$ cat src/rtl/irq_router_pkg.sv
package irq_router_pkg;
  localparam int REG_W = 32;
  localparam int GROUP = 32;
  localparam logic [15:0] EN_BASE = 16'h0100;
  localparam logic [15:0] ST_BASE = 16'h0200;

  function automatic int safe_log2(int n);
    return (n > 1) ? $clog2(n) : 1;
  endfunction

  function automatic bit in_region(logic [15:0] ofs, logic [15:0] base, int nwords);
    return (int'(ofs) >= int'(base)) && (int'(ofs) < int'(base) + nwords * 4);
  endfunction

  function automatic int word_index(logic [15:0] ofs, logic [15:0] base);
    return (int'(ofs) - int'(base)) >>> 2;
  endfunction

  function automatic int group_of(int irq);
    return irq / GROUP;
  endfunction
endpackage

$ cat src/rtl/irq_edge_track.sv
module irq_edge_track #(
  parameter int N = 64
) (
  input  logic         clk,
  input  logic         rst_n,
  input  logic [N-1:0] lvl_in,
  output logic [N-1:0] raw_q,
  output logic [N-1:0] rise,
  output logic [N-1:0] fall
);
  always_ff @(posedge clk) begin
    if (!rst_n) raw_q <= '0;
    else        raw_q <= lvl_in;
  end

  assign rise = lvl_in & ~raw_q;
  assign fall = ~lvl_in & raw_q;
endmodule

$ cat src/rtl/irq_pick.sv
module irq_pick #(
  parameter int N     = 64,
  parameter int IDX_W = 6
) (
  input  logic [N-1:0]     req,
  output logic             valid,
  output logic [IDX_W-1:0] idx
);
  always_comb begin
    idx = '0;
    for (int i = N - 1; i >= 0; i--) begin
      if (req[i]) idx = IDX_W'(i);
    end
  end
  assign valid = |req;
endmodule

$ cat src/rtl/irq_regport.sv
module irq_regport
  import irq_router_pkg::*;
#(
  parameter int N_IRQ  = 64,
  parameter int N_CORE = 4,
  parameter int CORE_W = 2
) (
  input  logic                    clk,
  input  logic                    rst_n,
  input  logic [15:0]             reg_ofs,
  input  logic                    reg_wr,
  input  logic [REG_W-1:0]        reg_wdata,
  input  logic [CORE_W-1:0]       reg_req_id,
  input  logic [N_CORE*N_IRQ-1:0] status_flat,
  output logic [N_IRQ-1:0]        en_q,
  output logic [N_IRQ-1:0]        en_next,
  output logic [N_IRQ-1:0]        en_gain,
  output logic [N_IRQ-1:0]        en_lose,
  output logic                    clr_valid,
  output logic [CORE_W-1:0]       clr_core,
  output logic [N_IRQ-1:0]        clr_bits,
  output logic [REG_W-1:0]        reg_rdata
);
  localparam int N_WORD = N_IRQ / GROUP;

  logic en_hit, st_hit, id_ok;
  int   en_wi, st_wi;

  always_comb begin
    en_hit = in_region(reg_ofs, EN_BASE, N_WORD);
    st_hit = in_region(reg_ofs, ST_BASE, N_WORD);
    en_wi  = en_hit ? word_index(reg_ofs, EN_BASE) : 0;
    st_wi  = st_hit ? word_index(reg_ofs, ST_BASE) : 0;
    id_ok  = int'(reg_req_id) < N_CORE;
  end

  always_comb begin
    en_next = en_q;
    if (reg_wr && en_hit) en_next[en_wi*GROUP +: GROUP] = reg_wdata;
  end

  assign en_gain = en_next & ~en_q;
  assign en_lose = en_q & ~en_next;

  always_ff @(posedge clk) begin
    if (!rst_n) en_q <= '0;
    else        en_q <= en_next;
  end

  always_comb begin
    clr_bits  = '0;
    clr_valid = reg_wr && st_hit && id_ok;
    clr_core  = reg_req_id;
    if (clr_valid)
      clr_bits[st_wi*GROUP +: GROUP] =
        status_flat[int'(reg_req_id)*N_IRQ + st_wi*GROUP +: GROUP] & reg_wdata;
  end

  always_comb begin
    reg_rdata = '0;
    if (en_hit)
      reg_rdata = en_q[en_wi*GROUP +: GROUP];
    else if (st_hit && id_ok)
      reg_rdata = status_flat[int'(reg_req_id)*N_IRQ + st_wi*GROUP +: GROUP];
  end
endmodule

$ cat src/rtl/irq_core_state.sv
module irq_core_state #(
  parameter int N_IRQ  = 64,
  parameter int N_CORE = 4,
  parameter int N_LINE = 4,
  parameter int CORE_W = 2,
  parameter int LINE_W = 2,
  parameter int IDX_W  = 6
) (
  input  logic                           clk,
  input  logic                           rst_n,
  input  logic                           clr_valid,
  input  logic [CORE_W-1:0]              clr_core,
  input  logic [N_IRQ-1:0]               clr_bits,
  input  logic                           svc_valid,
  input  logic [IDX_W-1:0]               svc_idx,
  input  logic                           svc_up,
  input  logic [CORE_W-1:0]              svc_core,
  input  logic [LINE_W-1:0]              svc_line,
  output logic [N_CORE*N_IRQ-1:0]        status_q,
  output logic [N_CORE*N_LINE-1:0]       lines
);
  logic [N_CORE*N_LINE*N_IRQ-1:0] pset_q;
  logic [N_CORE*N_IRQ-1:0]        clr_full;
  logic                           svc_ok;

  always_comb begin
    clr_full = '0;
    if (clr_valid && int'(clr_core) < N_CORE)
      clr_full[int'(clr_core)*N_IRQ +: N_IRQ] = clr_bits;
    svc_ok = svc_valid && int'(svc_core) < N_CORE && int'(svc_line) < N_LINE;
  end

  always_ff @(posedge clk) begin
    if (!rst_n) begin
      status_q <= '0;
      pset_q   <= '0;
    end else begin
      status_q <= status_q & ~clr_full;
      if (svc_ok) begin
        status_q[int'(svc_core)*N_IRQ + int'(svc_idx)] <= svc_up;
        pset_q[(int'(svc_core)*N_LINE + int'(svc_line))*N_IRQ + int'(svc_idx)] <= svc_up;
      end
    end
  end

  for (genvar k = 0; k < N_CORE*N_LINE; k++) begin : g_line
    assign lines[k] = |pset_q[k*N_IRQ +: N_IRQ];
  end
endmodule

$ cat src/rtl/irq_steer_router.sv
module irq_steer_router
  import irq_router_pkg::*;
#(
  parameter int N_IRQ  = 64,
  parameter int N_CORE = 4,
  parameter int N_LINE = 4,
  localparam int N_WORD = N_IRQ / 32,
  localparam int CORE_W = safe_log2(N_CORE),
  localparam int LINE_W = safe_log2(N_LINE),
  localparam int IDX_W  = safe_log2(N_IRQ)
) (
  input  logic                       clk,
  input  logic                       rst_n,
  input  logic [N_IRQ-1:0]           irq_in,
  input  logic [N_IRQ*CORE_W-1:0]    route_core,
  input  logic [N_WORD*LINE_W-1:0]   route_line,
  input  logic [15:0]                reg_ofs,
  input  logic                       reg_wr,
  input  logic [31:0]                reg_wdata,
  input  logic [CORE_W-1:0]          reg_req_id,
  output logic [31:0]                reg_rdata,
  output logic [N_CORE*N_LINE-1:0]   line_out,
  output logic                       busy
);
  logic [N_IRQ-1:0] raw_q, rise_ev, fall_ev;
  logic [N_IRQ-1:0] en_q, en_next, en_gain, en_lose, clr_bits;
  logic [N_IRQ-1:0] up_q, dn_q, up_n, dn_n, req_any, served, rise_on;
  logic [N_CORE*N_IRQ-1:0] status_flat;
  logic              clr_valid;
  logic [CORE_W-1:0] clr_core;
  logic              svc_valid, svc_up;
  logic [IDX_W-1:0]  svc_idx;
  logic [CORE_W-1:0] svc_core;
  logic [LINE_W-1:0] svc_line;

  irq_edge_track #(.N(N_IRQ)) u_edge (
    .clk(clk), .rst_n(rst_n), .lvl_in(irq_in),
    .raw_q(raw_q), .rise(rise_ev), .fall(fall_ev)
  );

  irq_regport #(.N_IRQ(N_IRQ), .N_CORE(N_CORE), .CORE_W(CORE_W)) u_regs (
    .clk(clk), .rst_n(rst_n), .reg_ofs(reg_ofs), .reg_wr(reg_wr),
    .reg_wdata(reg_wdata), .reg_req_id(reg_req_id), .status_flat(status_flat),
    .en_q(en_q), .en_next(en_next), .en_gain(en_gain), .en_lose(en_lose),
    .clr_valid(clr_valid), .clr_core(clr_core), .clr_bits(clr_bits),
    .reg_rdata(reg_rdata)
  );

  assign req_any = up_q | dn_q;

  irq_pick #(.N(N_IRQ), .IDX_W(IDX_W)) u_pick (
    .req(req_any), .valid(svc_valid), .idx(svc_idx)
  );

  always_comb begin
    svc_up   = up_q[svc_idx];
    svc_core = route_core[int'(svc_idx)*CORE_W +: CORE_W];
    svc_line = route_line[group_of(int'(svc_idx))*LINE_W +: LINE_W];
    served   = '0;
    if (svc_valid) served[svc_idx] = 1'b1;
  end

  assign rise_on = rise_ev & en_next;

  always_comb begin
    up_n = up_q & ~served;
    dn_n = dn_q & ~served;
    up_n = (up_n | (en_gain & raw_q)) & ~(en_lose & raw_q) & ~clr_bits;
    dn_n = (dn_n | (en_lose & raw_q) | clr_bits) & ~(en_gain & raw_q);
    up_n = (up_n | rise_on) & ~fall_ev;
    dn_n = (dn_n | fall_ev) & ~rise_on;
  end

  always_ff @(posedge clk) begin
    if (!rst_n) begin
      up_q <= '0;
      dn_q <= '0;
    end else begin
      up_q <= up_n;
      dn_q <= dn_n;
    end
  end

  irq_core_state #(
    .N_IRQ(N_IRQ), .N_CORE(N_CORE), .N_LINE(N_LINE),
    .CORE_W(CORE_W), .LINE_W(LINE_W), .IDX_W(IDX_W)
  ) u_state (
    .clk(clk), .rst_n(rst_n), .clr_valid(clr_valid), .clr_core(clr_core),
    .clr_bits(clr_bits), .svc_valid(svc_valid), .svc_idx(svc_idx),
    .svc_up(svc_up), .svc_core(svc_core), .svc_line(svc_line),
    .status_q(status_flat), .lines(line_out)
  );

  assign busy = |req_any;
endmodule

$ cat config.mk
export PLATFORM = sky130hd
export DESIGN_NAME = irq_steer_router
export DESIGN_NICKNAME = d
export VERILOG_FILES = /design/src/rtl/irq_router_pkg.sv /design/src/rtl/irq_edge_track.sv /design/src/rtl/irq_pick.sv /design/src/rtl/irq_regport.sv /design/src/rtl/irq_core_state.sv /design/src/rtl/irq_steer_router.sv
export SDC_FILE = /design/constraint.sdc
export NUM_CORES = 2
export LEC_CHECK = 0
export ABC_AREA = 0
export BUFFER_PORTS_ARGS = -buffer_cell sky130_fd_sc_hd__buf_2
export CAP_MARGIN = 20
export CORE_UTILIZATION = 55
export DETAILED_ROUTE_END_ITERATION = 16
export MAX_ROUTING_LAYER = met4
export PLACE_DENSITY = 0.82
export SLEW_MARGIN = 10
export SYNTH_ARGS = -nofsm -noshare
export SYNTH_HDL_FRONTEND = slang
export SYNTH_SLANG_ARGS = --single-unit
$ cat constraint.sdc
create_clock -name clk -period 6.9 [get_ports clk]
set_clock_uncertainty 0.2 [all_clocks]
set_input_delay 0 -clock clk [delete_from_list [all_inputs] [get_ports clk]]
set_output_delay 0 -clock clk [all_outputs]
set_load 0.01 [all_outputs]
# Yosys cells after proc, flatten, opt, wreduce, memory -nomap -nowiden
# Index checks and enable logic that the tools add are counted.
classes:
  addsub: 9
  n_mul: 0
  n_div: 0
  n_lt_le_gt_ge: 10
  eq_ne: 0
  n_shift: 10
  mux: 84
  bitwise: 35
  reduce_logical: 24
ops:
  columns: ["cell", "count"]
  rows:
  - ["64-bit OR reduction", 17]
  - ["1024-bit bitwise mux", 1]
  - ["64-bit AND", 15]
  - ["64-bit NOT", 10]
  - ["256-bit AND", 2]
  - ["256-bit two-way mux", 2]
  - ["6-bit two-way mux", 64]
  - ["64-bit bitwise OR", 6]
  - ["256-bit bitwise mux", 1]
  - ["256-bit NOT", 1]
  - ["64-bit by 33-bit variable shift with 256-bit output (first input constant)", 1]
  - ["256-bit by 32-bit variable part select with 32-bit output", 1]
  - ["64-bit by 33-bit variable part select with 256-bit output", 1]
  - ["64-bit two-way mux", 3]
  - ["32-bit by 33-bit variable shift with 64-bit output (first input constant)", 2]
  - ["128-bit by 8-bit variable part select with 2-bit output", 1]
  - ["32-bit by 33-bit variable part select with 64-bit output", 2]
  - ["32-bit negation with 33-bit output", 2]
  - ["64-bit bitwise mux", 1]
  - ["32-bit by 1-bit greater-or-equal comparator with 1-bit output (second input constant)", 2]
  - ["32-bit two-way mux", 2]
  - ["64-bit by 32-bit variable part select with 32-bit output", 1]
  - ["27-bit two-way mux", 2]
  - ["8-bit negation with 33-bit output", 1]
  - ["other kinds (22)", 31]
totals:
  regBits: 1536
  latchBits: 0
  mem_bits_rw: 0
  mem_bits_ro: 0
  in_bits: 249
  wordCells: 178
  memories: 0

# Depth between registers and ports, before layout
logic_depth:
  ltp_word: 77
  ltp_mapped: 23

# By module
# From an unflattened synthesis, not the netlist that was laid out.
unflattened:
  cells_unflattened: 9384
  hier_area_um2: 80777.5
by_module_without_submodules:
  columns: ["mod", "n_inst", "cells_per_inst", "area_per_inst_um2", "seq_area_each_um2"]
  rows:
  - ["irq_core_state", 1, 6785, 60212.7, 25624.6]
  - ["irq_steer_router", 1, 1151, 8986.1, 2562.5]
  - ["irq_regport", 1, 1040, 8130.3, 1281.2]
  - ["irq_edge_track", 1, 263, 2561.2, 1281.2]
  - ["irq_pick", 1, 145, 887.1, 0.0]

# Worst setup path before layout
# Ideal clock, no wire load.
synth_timing:
  path_type: "input -> register"
  startpoint: "input reg_ofs[8]"
  endpoint: "register dn_q[37]"
  arrival_ns: 4.636
  required_ns: 6.614
  setup_slack_ns: 1.979
  path_stages: 22
  path_buffers: 6
  path_cell_list: "inv_1 -> ha_1 -> or4b_2 -> a21oi_1 -> nand4_1 -> clkbuf_1 -> clkbuf_1 -> ha_1 -> clkbuf_1 -> nor2b_1 -> mux2i_1 -> o32a_1 -> o311ai_0 -> a32oi_1 -> nor4_1 -> clkbuf_1 -> clkbuf_1 -> buf_1 -> nand2_1 -> o311ai_0 -> a21oi_1 -> a211oi_1"
synth_between:
  elab_chain_len: 15
synth_rtl:
  columns: ["item", "line", "rtl"]
  rows:
  - ["from (decl)", "irq_steer_router.sv:17", "input logic [15:0] reg_ofs,"]
  - ["branches (longest 14 deep; another with 9-bit by 32-bit adder with 32-bit output)", null, null]
  - ["64-bit AND (*)", "irq_steer_router.sv:71", "dn_n = (dn_n | fall_ev) & ~rise_on;"]
  - ["to (signal assigned)", "irq_steer_router.sv:80", "dn_q <= dn_n;"]
  - ["to (decl)", "irq_steer_router.sv:27", "logic [N_IRQ-1:0] up_q, dn_q, up_n, dn_n, req_any, served, rise_on;"]
# Mark *: on every way between the ends.
# A chain may end at the register's enable or synchronous reset.

# Worst setup path in the final report
layout_timing:
  startpoint: "register up_q[59]"
  endpoint: "register u_state.status_q[93]"
layout_between:
  elab_chain_len: 69
layout_rtl:
  columns: ["item", "line", "rtl"]
  rows:
  - ["from (decl)", "irq_steer_router.sv:27", null]
  - ["from (signal assigned)", "irq_steer_router.sv:79", "up_q <= up_n;"]
  - ["64-bit bitwise OR", "irq_steer_router.sv:49", "assign req_any = up_q | dn_q;"]
  - ["6-bit two-way mux (60 in series)", "irq_pick.sv:12", "if (req[i]) idx = IDX_W'(i);"]
  - ["128-bit by 8-bit variable part select with 2-bit output", "irq_steer_router.sv:57", "svc_core = route_core[int'(svc_idx)*CORE_W +: CORE_W];"]
  - ["8-bit by 6-bit adder with 9-bit output", "irq_core_state.sv:40", "status_q[int'(svc_core)*N_IRQ + int'(svc_idx)] <= svc_up;"]
  - ["32-bit by 1-bit greater-or-equal comparator with 1-bit output (not written as such) / 32-bit by 10-bit less-than comparator with 1-bit output (equally long branches)", "irq_core_state.sv:40", null]
  - ["1-bit logical AND (not written as such)", "irq_core_state.sv:40", null]
  - ["1-bit two-way mux (not written as such)", "irq_core_state.sv:40", null]
  - ["1-bit demux with 8-bit select", null, null]
  - ["256-bit bitwise mux", "irq_core_state.sv:40", null]
  - ["256-bit two-way mux (*)", "irq_core_state.sv:39", "if (svc_ok) begin"]
  - ["to (signal assigned)", "irq_core_state.sv:38", "status_q <= status_q & ~clr_full;"]
  - ["to (signal, indexed assignment)", "irq_core_state.sv:40", null]
  - ["to (decl)", "irq_core_state.sv:19", "output logic [N_CORE*N_IRQ-1:0] status_q,"]
# Every way passes the cells marked *; elsewhere a longest branch is shown, timed or not. The select of a mux whose other input is x is not followed.

==> flow_summary.ini <==
[routing]
firstDrtPassIters = 13
drt-initial-drc-count = 12236
vias_per_cell = 7.096
via_count = 79117
drtAntennaViolNets = 0
drc = 0
routed_wirelength_um = 295700
post_drt_wl_per_cell_um = 26.52

[clock_tree]
cts.sinks = 1536
clk_pin_slew_ns = 0.06
htree_levels = 4
cts-root-buf = clkbuf_16
clk_path_buf_depth = 3
post_cts_buffers = 0
cts_tree = done
clk_latency_ns = 0.83
numCtsBuffers = 161

[cells_and_area]
n_fill_cell = 10948
nets = 9351
layout-drive-gt1-share_pct = 15.40
layout.cells.non_filler = 11150
area_growth_pct = 15.09

[power_and_ir_drop]
cellPowerDensity_nw_per_um2 = 303.9
p_leak_nw = 30.57
vdd_ir_drop_max_mv = 0.4042

[critical_path]
cpPeakStageDelay_ns = 0.85
reg2reg_setup_slack_ns = 0.26
endpoint = u_state.status_q[93]$_SDFF_PN0_
crit_path_end_kind = flip-flop
crit_fanout = 129
cp.required_ns = 7.42
startpoint_type = flip-flop
slowest_stage = a2111oi_1
reg2reg_from = up_q[59]$_SDFF_PN0_
cp.arrival_ns = 7.16
crit_path_start = up_q[59]$_SDFF_PN0_
worst-setup-path-type = flip-flop to flip-flop
r2r_cells = 15
r2r-end = u_state.status_q[93]$_SDFF_PN0_
path_cells = nor4_1, o211ai_1, a2111oi_1, o21a_1, o21ai_1, nand2_1, buf_4, a2111oi_0, buf_4, a2111oi_0, o2111a_2, nand4_1, buf_12, nor3_1, mux2i_1

[global_route]
grt_pass1_wl_um = 445900
grt_util_all_layers_pct = 39.92
grt.met2_usage_pct = 57.25
use_met1_pct = 49.46
use_met3_pct = 11.51
busiest_layer = met2
overflow = 0
grt_max_degree = 271
antenna_found_initial = 40
grt_pass1_vias = 74304

[logic_synthesis]
yosysSeqAreaShare_pct = 38.93
ys_types = 94
ys_seq_elements = 1536
yosysWarnings = 0
syn_area_um2 = 78990
synth.top_cell.area_share_pct = 38.93
netlist_top_cells_area = dfxtp_1 39%, mux2i_1 12%, nand2_1 6.3%
synth_top_flop_cell = dfxtp_1
synth_fp_nets = 9207
synth_edf_count = 0
yosysTopAreaCell = dfxtp_1
syn_avg_cell_area_um2 = 8.833
synthCells = 8942
async_flop_share_pct = 0

[sta]
holdWs_ns = 0.03484
worstMarginPinSlew_ns = 1.236
fin_crit_ns = 6.641
rsz0062_at_grt = no
clock.fmax_ghz = 0.1506
slew_viol_final = 0
hold_viol = 0
setup_viol = 0
relSlewSlack_pct = 17.61
period_share_pct = 96.24

[place]
portBuffers = 297
dpl.hpwl_um = 191100
place_congestion = 1.088
dp_cells = 10587

[die]
die_w_um = 381.0
dieArea_um2 = 145100
fp.dieH_um = 381.0
ios = 298
start_util_pct = 55.58
std_cell_rows = 138
core-area_um2 = 142100

[min_path]
min-delay-path-class = primary input to flip-flop

[flow_run]
maxCapViolations = 0

[run_status]
status = finished, final reports clean
-- layout make-up --
class                   count  area, um2  area share, %
multi-input cells        6433      44310          48.74
flip-flops and latches   1536      30750          33.83
repair buffers            841       7357          8.093
clock buffers             238       4761          5.237
well taps                1890       2365          2.601
clock inverters            52      818.3         0.9002
inverters                 113      424.2         0.4666
diodes                     47      117.6         0.1294
-- routing by layer --
layer | routed length [um] | vias up
li1 | - | 34031
met1 | 110100 | 37715
met2 | 125800 | 5873
met3 | 39220 | 1498
met4 | 20500 | 0
met5 | 0 | -
-- per-stage QoR --
step	TNS, ns	cell area [um2]	setup slack, ns	power, mW	util, %
floorplan	0	78990	1.979	14.80	-
global placement	-0.04695	82880	-0.01897	17.93	58.33
detailed placement	0	82920	0.1659	18.08	58.35
CTS	0	90710	0.2008	27.16	63.84
global route	0	90880	0.2018	28.16	63.95
finish	0	90900	0.2592	27.62	63.97
-- what timing repair did --
action / 4_1_cts / 5_1_grt
endpoints found under the hold margin: 1127 / 1
gates resized for setup: 0 / 3
hold buffers: 221 / 2
endpoints found under the setup margin: 0 / 644
-- layout by cell type (no fill, tap or decap), types with 47 or more instances in the layout --
cell type / synthesis / final
diode_2: 0 / 47
mux2i_1: 938 / 938
nand4_1: 104 / 104
dlygate4sd3_1: 0 / 223
and2_1: 121 / 121
nor3_2: 397 / 410
o211ai_1: 129 / 129
dfxtp_1: 1536 / 1536
buf_12: 0 / 95
buf_4: 30 / 221
inv_1: 113 / 112
nand2_1: 1319 / 1316
clkbuf_16: 0 / 163
nor4_1: 312 / 307
buf_2: 251 / 297
o21ai_0: 229 / 226
and3_1: 53 / 53
a31oi_1: 50 / 49
nor2b_1: 81 / 81
nor3_1: 436 / 423
a21oi_1: 166 / 165
a211oi_1: 66 / 65
nand3_1: 303 / 302
o31ai_1: 485 / 484
a221oi_1: 47 / 47
o311ai_0: 460 / 460
mux4_2: 64 / 64
nor2_1: 232 / 229
-- cells by family after synthesis --
logic type / count (synthesis) / share of synthesized area (%)
flip-flops: 1536 / 38.93
multiplexers: 1015 / 13.90
XOR/XNOR: 6 / 0.06653
adder cells (fa/ha/maj): 16 / 0.2630
AND/OR/NAND/NOR: 3505 / 23.76
buffers and inverters: 973 / 5.280
AO/OA/AOI/OAI: 1891 / 17.80
-- synthesized netlist by cell type, drive strengths merged, types with 8 or more instances --
| cell type | number |
|---|---|
| ha | 15 |
| or4 | 43 |
| inv | 113 |
| o311ai | 469 |
| nand2 | 1320 |
| and4 | 10 |
| a21boi | 26 |
| o21a | 20 |
| mux2i | 938 |
| nor2b | 81 |
| nor4 | 313 |
| nand4 | 104 |
| a2111oi | 20 |
| nor2 | 233 |
| a211oi | 67 |
| o211ai | 129 |
| a22oi | 10 |
| and2 | 122 |
| a22o | 28 |
| mux4 | 64 |
| dfxtp | 1536 |
| o21ai | 235 |
| nand2b | 33 |
| a221oi | 47 |
| a32oi | 37 |
| clkbuf | 530 |
| buf | 330 |
| a21o | 13 |
| and3 | 53 |
| or3 | 24 |
| or2 | 11 |
| a21oi | 168 |
| o31ai | 486 |
| a31oi | 50 |
| o21bai | 14 |
| nand3 | 303 |
| o211a | 8 |
| mux2 | 13 |
| nor3 | 833 |
-- critical path, delay by kind of cell (launching register included) --
kind	cells	cell delay, ns
buffers and inverters	3	0.95
multiplexers	1	0.34
AO/OA/AOI/OAI	7	2.61
AND/OR/NAND/NOR	4	1.78
flip-flops	1	0.42
-- flip-flops by register name, indices dropped and copies added (netlist names) --
| register | count |
|---|---|
| dn_q | 64 |
| u_state.pset_q | 1024 |
| up_q | 64 |
| u_state.status_q | 256 |
| u_edge.raw_q | 64 |
| u_regs.en_q | 64 |
-- power breakdown --
group	internal [mW]	leakage, nW	switching, mW
clock network	5.27	2.72	3.86
logic	2.06	15.5	7.44
registers	8.93	12.4	0.0659
-- worst min-delay path by stage --
stage / slack, ns / cells past startpoint / startpoint / to
CTS: 0.0002 / 3 / irq_in[3] / u_edge.raw_q[3]$_SDFF_PN0_
finish: 0.03 / 3 / irq_in[3] / u_edge.raw_q[3]$_SDFF_PN0_
floorplan: -0.10 / 1 / irq_in[12] / dn_q[12]$_SDFF_PN0_
global route: 0.02 / 3 / irq_in[3] / u_edge.raw_q[3]$_SDFF_PN0_
detailed placement: 0.03 / 2 / irq_in[37] / dn_q[37]$_SDFF_PN0_
global placement: 0.03 / 2 / irq_in[37] / dn_q[37]$_SDFF_PN0_
Power figures use the tool's default switching activity.
